## src/rtl/pwmTrioPkg.sv

```systemverilog
package pwmTrioPkg;
  localparam int NCH      = 3;
  localparam int CH_BITS  = 5;
  localparam int INVB_BIT = 15;
  localparam int ACM_BIT  = 16;
  localparam int CTRL_W   = ACM_BIT + 1;

  typedef enum logic [1:0] {
    REG_CTRL = 2'd0,
    REG_PER  = 2'd1,
    REG_MAT  = 2'd2,
    REG_DT   = 2'd3
  } regSel_e;

  // strobes from control to datapath
  typedef struct packed {
    logic [NCH-1:0] run;
    logic [NCH-1:0] center;
    logic [NCH-1:0] pol;
    logic [NCH-1:0] dtEn;
    logic [NCH-1:0] load;
    logic           invB;
    logic           acMode;
  } ctrlStrobe_t;
endpackage

```

## src/rtl/pwmTrioCtrl.sv

```systemverilog
module pwmTrioCtrl
  import pwmTrioPkg::*;
#(
  parameter int CNT_W  = 16,
  parameter int DT_W   = 10,
  parameter int DATA_W = 32
) (
  input  logic              clk,
  input  logic              rstN,
  input  logic              wrEn,
  input  logic [1:0]        wrSel,
  input  logic [1:0]        wrCh,
  input  logic [DATA_W-1:0] wrData,
  input  logic [NCH-1:0]    cycEnd,
  output ctrlStrobe_t       stb,
  output logic [CNT_W-1:0]  perSh [NCH],
  output logic [CNT_W-1:0]  matSh [NCH],
  output logic [DT_W-1:0]   dtSh  [NCH]
);
  logic [CTRL_W-1:0] ctrlReg;
  logic [NCH-1:0]    updFreeze;

  always_ff @(posedge clk or negedge rstN) begin
    if (!rstN) begin
      ctrlReg <= '0;
    end else if (wrEn && regSel_e'(wrSel) == REG_CTRL) begin
      ctrlReg <= wrData[CTRL_W-1:0];
    end
  end

  for (genvar i = 0; i < NCH; i++) begin : g_shadow
    always_ff @(posedge clk or negedge rstN) begin
      if (!rstN) begin
        perSh[i] <= '0;
        matSh[i] <= '0;
        dtSh[i]  <= '0;
      end else if (wrEn && wrCh == 2'(i)) begin
        case (regSel_e'(wrSel))
          REG_PER: perSh[i] <= wrData[CNT_W-1:0];
          REG_MAT: matSh[i] <= wrData[CNT_W-1:0];
          REG_DT:  dtSh[i]  <= wrData[DT_W-1:0];
          default: ;
        endcase
      end
    end
  end

  always_comb begin
    stb        = '0;
    updFreeze  = '0;
    stb.invB   = ctrlReg[INVB_BIT];
    stb.acMode = ctrlReg[ACM_BIT];
    for (int i = 0; i < NCH; i++) begin
      stb.run[i]    = ctrlReg[CH_BITS*i + 0];
      stb.center[i] = ctrlReg[CH_BITS*i + 1];
      stb.pol[i]    = ctrlReg[CH_BITS*i + 2];
      stb.dtEn[i]   = ctrlReg[CH_BITS*i + 3];
      updFreeze[i]  = ctrlReg[CH_BITS*i + 4];
      // stopped: copy every clock; running: copy at cycle end unless frozen
      stb.load[i] = !stb.run[i] ||
                    ((stb.acMode ? cycEnd[0] : cycEnd[i]) && !updFreeze[i]);
    end
  end
endmodule

```

## src/rtl/pwmTrioChan.sv

```systemverilog
module pwmTrioChan #(
  parameter int CNT_W = 16,
  parameter int DT_W  = 10
) (
  input  logic             clk,
  input  logic             rstN,
  input  logic             run,
  input  logic             center,
  input  logic             dtEn,
  input  logic             load,
  input  logic [CNT_W-1:0] perSh,
  input  logic [CNT_W-1:0] matSh,
  input  logic [DT_W-1:0]  dtSh,
  input  logic [CNT_W-1:0] cmpTc,
  output logic [CNT_W-1:0] tc,
  output logic             cycEnd,
  output logic             actA,
  output logic             actB
);
  logic [CNT_W-1:0] perF, matF;
  logic [DT_W-1:0]  dtF, dtCnt;
  logic             down, raw, rawPrev, swap, blank;

  assign raw  = cmpTc >= matF;
  assign swap = raw != rawPrev;

  always_comb begin
    if (center) cycEnd = run && ((down && tc <= CNT_W'(1)) || perF == '0);
    else        cycEnd = run && (tc >= perF);
  end

  always_ff @(posedge clk or negedge rstN) begin
    if (!rstN) begin
      perF <= '0; matF <= '0; dtF <= '0;
      tc <= '0; down <= 1'b0; rawPrev <= 1'b0; dtCnt <= '0;
    end else begin
      if (load) begin
        perF <= perSh;
        matF <= matSh;
        dtF  <= dtSh;
      end
      if (!run) begin
        tc <= '0; down <= 1'b0;
      end else if (!center) begin
        tc   <= (tc >= perF) ? '0 : tc + 1'b1;
        down <= 1'b0;
      end else if (perF == '0) begin
        tc <= '0; down <= 1'b0;
      end else if (!down) begin
        if (tc >= perF) begin
          tc <= tc - 1'b1; down <= 1'b1;
        end else begin
          tc <= tc + 1'b1;
        end
      end else if (tc <= CNT_W'(1)) begin
        tc <= '0; down <= 1'b0;
      end else begin
        tc <= tc - 1'b1;
      end
      rawPrev <= raw;
      if (swap)             dtCnt <= (dtF == '0) ? '0 : dtF - 1'b1;
      else if (dtCnt != '0) dtCnt <= dtCnt - 1'b1;
    end
  end

  // switch clock plus D-1 countdown clocks gives D blanked clocks
  assign blank = dtEn && (dtF != '0) && (swap || dtCnt != '0);
  assign actA  = run && raw && !blank;
  assign actB  = run && !raw && !blank;
endmodule

```

## src/rtl/pwmTrioData.sv

```systemverilog
module pwmTrioData
  import pwmTrioPkg::*;
#(
  parameter int CNT_W = 16,
  parameter int DT_W  = 10
) (
  input  logic                 clk,
  input  logic                 rstN,
  input  ctrlStrobe_t          stb,
  input  logic [CNT_W-1:0]     perSh [NCH],
  input  logic [CNT_W-1:0]     matSh [NCH],
  input  logic [DT_W-1:0]      dtSh  [NCH],
  output logic [NCH-1:0]       cycEnd,
  output logic [NCH-1:0]       outA,
  output logic [NCH-1:0]       outB,
  output logic [NCH*CNT_W-1:0] tcFlat
);
  logic [CNT_W-1:0] tcArr [NCH];
  logic [NCH-1:0]   actA, actB;

  for (genvar i = 0; i < NCH; i++) begin : g_ch
    logic [CNT_W-1:0] cmpTc;
    assign cmpTc = stb.acMode ? tcArr[0] : tcArr[i];

    pwmTrioChan #(.CNT_W(CNT_W), .DT_W(DT_W)) u_chan (
      .clk    (clk),
      .rstN   (rstN),
      .run    (stb.run[i]),
      .center (stb.center[i]),
      .dtEn   (stb.dtEn[i]),
      .load   (stb.load[i]),
      .perSh  (perSh[i]),
      .matSh  (matSh[i]),
      .dtSh   (dtSh[i]),
      .cmpTc  (cmpTc),
      .tc     (tcArr[i]),
      .cycEnd (cycEnd[i]),
      .actA   (actA[i]),
      .actB   (actB[i])
    );

    assign outA[i] = actA[i] ^ stb.pol[i];
    assign outB[i] = actB[i] ^ stb.pol[i] ^ stb.invB;
    assign tcFlat[i*CNT_W +: CNT_W] = tcArr[i];
  end
endmodule

```

## src/rtl/pwmTrio.sv

```systemverilog
module pwmTrio
  import pwmTrioPkg::*;
#(
  parameter int CNT_W = 16,
  parameter int DT_W  = 10
) (
  input  logic           clk,
  input  logic           rstN,
  input  logic           wrEn,
  input  logic [1:0]     wrSel,
  input  logic [1:0]     wrCh,
  input  logic [31:0]    wrData,
  output logic [NCH-1:0] outA,
  output logic [NCH-1:0] outB
);
  ctrlStrobe_t            stb;
  logic [CNT_W-1:0]       perSh [NCH];
  logic [CNT_W-1:0]       matSh [NCH];
  logic [DT_W-1:0]        dtSh  [NCH];
  logic [NCH-1:0]         cycEnd;
  logic [NCH*CNT_W-1:0]   tcFlat;

  pwmTrioCtrl #(.CNT_W(CNT_W), .DT_W(DT_W), .DATA_W(32)) u_ctrl (
    .clk(clk), .rstN(rstN), .wrEn(wrEn), .wrSel(wrSel), .wrCh(wrCh),
    .wrData(wrData), .cycEnd(cycEnd), .stb(stb),
    .perSh(perSh), .matSh(matSh), .dtSh(dtSh)
  );

  pwmTrioData #(.CNT_W(CNT_W), .DT_W(DT_W)) u_data (
    .clk(clk), .rstN(rstN), .stb(stb),
    .perSh(perSh), .matSh(matSh), .dtSh(dtSh),
    .cycEnd(cycEnd), .outA(outA), .outB(outB), .tcFlat(tcFlat)
  );
endmodule

```

## config.mk

```make
export PLATFORM = sky130hd
export DESIGN_NAME = pwmTrio
export DESIGN_NICKNAME = d
export VERILOG_FILES = /design/src/rtl/pwmTrioPkg.sv /design/src/rtl/pwmTrioCtrl.sv /design/src/rtl/pwmTrioChan.sv /design/src/rtl/pwmTrioData.sv /design/src/rtl/pwmTrio.sv
export SDC_FILE = /design/constraint.sdc
export NUM_CORES = 1
export LEC_CHECK = 0
export ABC_AREA = 1
export ABC_CLOCK_PERIOD_IN_PS = 4570
export BUFFER_PORTS_ARGS = -buffer_cell sky130_fd_sc_hd__buf_2
export CORE_MARGIN = 2
export CORE_UTILIZATION = 55
export CTS_CLUSTER_DIAMETER = 200
export DETAILED_ROUTE_END_ITERATION = 8
export GPL_ROUTABILITY_DRIVEN = 0
export PLACE_DENSITY = 0.79
export SKIP_CTS_REPAIR_TIMING = 1
export SLEW_MARGIN = 20
export SYNTH_ARGS = -nofsm -noshare
export SYNTH_HDL_FRONTEND = slang
export SYNTH_SLANG_ARGS = --single-unit
```

## constraint.sdc

```tcl
create_clock -name clk -period 4.57 [get_ports clk]
set_input_delay 0.2285 -clock clk [delete_from_list [all_inputs] [get_ports clk]]
set_output_delay 0.2285 -clock clk [all_outputs]
set_load 0.05 [all_outputs]
```

==> impl_metrics.yaml <==
routing:
  top_layer: "met4"
  via_count: 17209
  wirelength_um: 52200
  viasPerCell: 5.736
  wl_met1_um: 21750
  met3_length_um: 3884
  dr.pass1.iters: 6
  postRouteAntennaNets: 0
  wire_per_inst_um: 17.40
  drc: 0
  wl_met2_um: 24290
  drt_iter0_drc: 1576
outcome:
  status: "finished clean"
die:
  core-area_mm2: 0.03548
  start_util_pct: 55.59
  die_h_um: 193.4
  dieArea_mm2: 0.03739
  io_pins: 45
  die_w_um: 193.4
  rows: 69
clock_tree:
  cts_root_buffer: "clkbuf_16"
  htreeDepth: 2
  clock_latency_ps: 550
  cts_tree: "built"
  cts_buffer_depth: 3
  clock_sinks: 353
  cts_buffers: 39
  clkTransAtPathRegs_ps: 60
sta:
  final_max_slew_viol_count: 0
  rsz0062_at_grt: "no"
  fin_setup_tns_ps: 0
  max_freq_ghz: 0.2563
  slew_headroom_pct: 31.04
  setup_viol: 0
  skew_ps: 30.03
  hold_violations: 0
  fin_crit_ps: 3901
  worst_pin_slew_ps: 1032
  period_share_pct: 85.36
worst_hold_path:
  hold_class: "in2reg"
  hold_end: "u_ctrl.ctrlReg[16]"
  min_path_cells: 3
  hold_start: "wrData[16]"
critical_path:
  crit_path_end_kind: "output port"
  required_ps: 4340
  r2r_end: "u_data.g_ch[2].u_chan.dtCnt[6]"
  r2r_slack_ps: 1000
  path_max_fanout: 42
  reg2reg_from: "u_ctrl.ctrlReg[16]"
  cp.arrival_ps: 3670
  startpoint_type: "flip-flop"
  worstRegToRegCells: 14
  crit_type: "reg2out"
placed_design:
  port_buffers: 29
  dpl-instance-area_mm2: 0.02010
  dp_hpwl_um: 35020
logic_synthesis:
  synth_edf_count: 0
  synthArstFlopShare_pct: 100.0
  syn_area_per_cell_um2: 7.846
  synth_commonest_cells: "nand2_1, dfrtp_1, inv_1"
  ys_types: 42
  ys_seq_area_share_pct: 44.78
  syn_inst: 2514
  synth_area_leaders: "dfrtp_1, nand2_1, ha_1"
  synth_top_area_share_pct: 44.78
  synth_nets: 2664
  post-synth-top-count-cell: "nand2_1"
  ys.flop_type: "dfrtp_1"
  synth-seq-cells: 353
  yosys.area.top_type: "dfrtp_1"
  syn_area_mm2: 0.01973
  yosys_warnings: 0
finish:
  diodes: 0
  nets: 2660
  area_delta_synth_final_pct: 8.880
  nFillCells: 2994
  layout-drive-gt1-share_pct: 5.475
  stdcell_area_mm2: 0.02148
global_routing:
  grt_first_pass_wirelength_um: 84750
  grt_antenna_before_repair: 0
  grt_pass1_vias: 16713
  grtUsageTotal_pct: 27.77
  grt_start_max_net_pins: 132
  grt.overflow.total: 0
power:
  power_density_mw_per_mm2: 531.0
  p_leak_nw: 10.85
  vdd_drop_max_mv: 0.4482
job:
  maxCapViolCount: 0
-- through the flow --
step	util [%]	instances	hold WS (ps)	setup slack (ps)	power [mW]
after global routing	60.53	3000	5.580	477.6	12.16
after CTS	60.39	2998	-141.2	788.0	11.39
after floorplan	-	2514	-67.09	1848	7.217
after global placement	56.63	2928	417.9	1376	7.864
after detailed placement	56.63	2928	425.5	1268	8.092
final	60.53	3000	18.48	669.1	11.40
-- cell type report --
type | instances | area [um^2] | share of cell area (%)
clock buffer | 53 | 1120 | 5.214
inverter | 293 | 1100 | 5.121
multi-input combinational | 1781 | 9345 | 43.51
clock inverter | 17 | 214.0 | 0.9962
timing repair buffer | 42 | 287.8 | 1.340
tap | 461 | 576.8 | 2.686
sequential | 353 | 8833 | 41.13
-- flip-flops by register name, summed over array words and instances (netlist names) --
signal / cells
u_ctrl.dtSh: 30
u_data.g_ch.u_chan.tc: 48
u_data.g_ch.u_chan.down: 3
u_data.g_ch.u_chan.dtCnt: 30
u_ctrl.perSh: 48
u_ctrl.ctrlReg: 17
u_data.g_ch.u_chan.perF: 48
u_data.g_ch.u_chan.matF: 48
u_data.g_ch.u_chan.rawPrev: 3
u_ctrl.matSh: 48
u_data.g_ch.u_chan.dtF: 30
-- placed cells by master (no fill, tap or decap), drive strengths merged, types with 2 or more instances in the layout --
master | synthesis | routed
inv | 291 | 293
clkbuf | 40 | 53
nand4 | 28 | 28
a21o | 2 | 2
or2 | 5 | 5
xnor2 | 26 | 26
o21ai | 293 | 293
xor2 | 80 | 80
dfrtp | 353 | 353
nor4 | 16 | 16
a21oi | 128 | 128
buf | 47 | 41
nand2 | 666 | 666
nor2 | 180 | 180
o21bai | 2 | 2
a31oi | 2 | 2
bufinv | 0 | 4
ha | 111 | 111
o22ai | 10 | 10
nand3 | 182 | 182
nand3b | 7 | 7
o211ai | 3 | 3
clkinv | 2 | 13
nor3 | 35 | 35
-- critical path, stage by stage (launching register included) --
cell and delay [ps]:
dfrtp_1 400, buf_4 370, nand2_1 240, o21ai_0 170, ha_1 300, a21oi_1 170
o21ai_0 120, nand2_1 70, nand2_1 70, nand2_1 210, nand2_1 140, nand2_1 120
nand3_1 90, nand2_1 160, nand3b_1 90, nand2_1 100, buf_2 270
-- power breakdown --
group	switching [mW]	total (mW)	internal, mW	leakage, nW
clock network	1.30	3.26	1.95	0.664
registers	0.560	4.44	3.88	4.54
logic	2.41	3.70	1.29	5.65
total	4.28	11.4	7.13	10.9
-- kinds of logic after synthesis --
group | Yosys count | share of synthesized area, %
DFF | 353 | 44.78
xor gates and xnor gates | 106 | 4.707
adders and majority gates | 111 | 7.041
and+or+nand+nor | 1121 | 24.08
AOI/OAI and AO/OA | 443 | 11.46
buffers and inverters | 380 | 7.929
-- worst max-delay path by stage --
stage	start	end	slack, ps	depth (start not counted)
after detailed placement	u_ctrl.ctrlReg[16]	u_data.g_ch[2].u_chan.dtCnt[4]	1270	14
after CTS	u_ctrl.ctrlReg[16]	outB[1]	790	14
final	u_ctrl.ctrlReg[16]	outB[2]	670	16
after global placement	u_data.g_ch[0].u_chan.tc[9]	u_data.g_ch[1].u_chan.perF[4]	1380	14
after global routing	u_ctrl.ctrlReg[16]	outB[1]	480	14
after floorplan	u_ctrl.ctrlReg[16]	outA[1]	1850	16
-- per-layer routing --
metal,GRT usage (%),up-vias
li1,-,8140
met1,36.59,8226
met2,45.40,692
met3,4.620,151
met4,12.16,0
met5,0,-
Note: power is estimated with default switching activity, not from simulation.
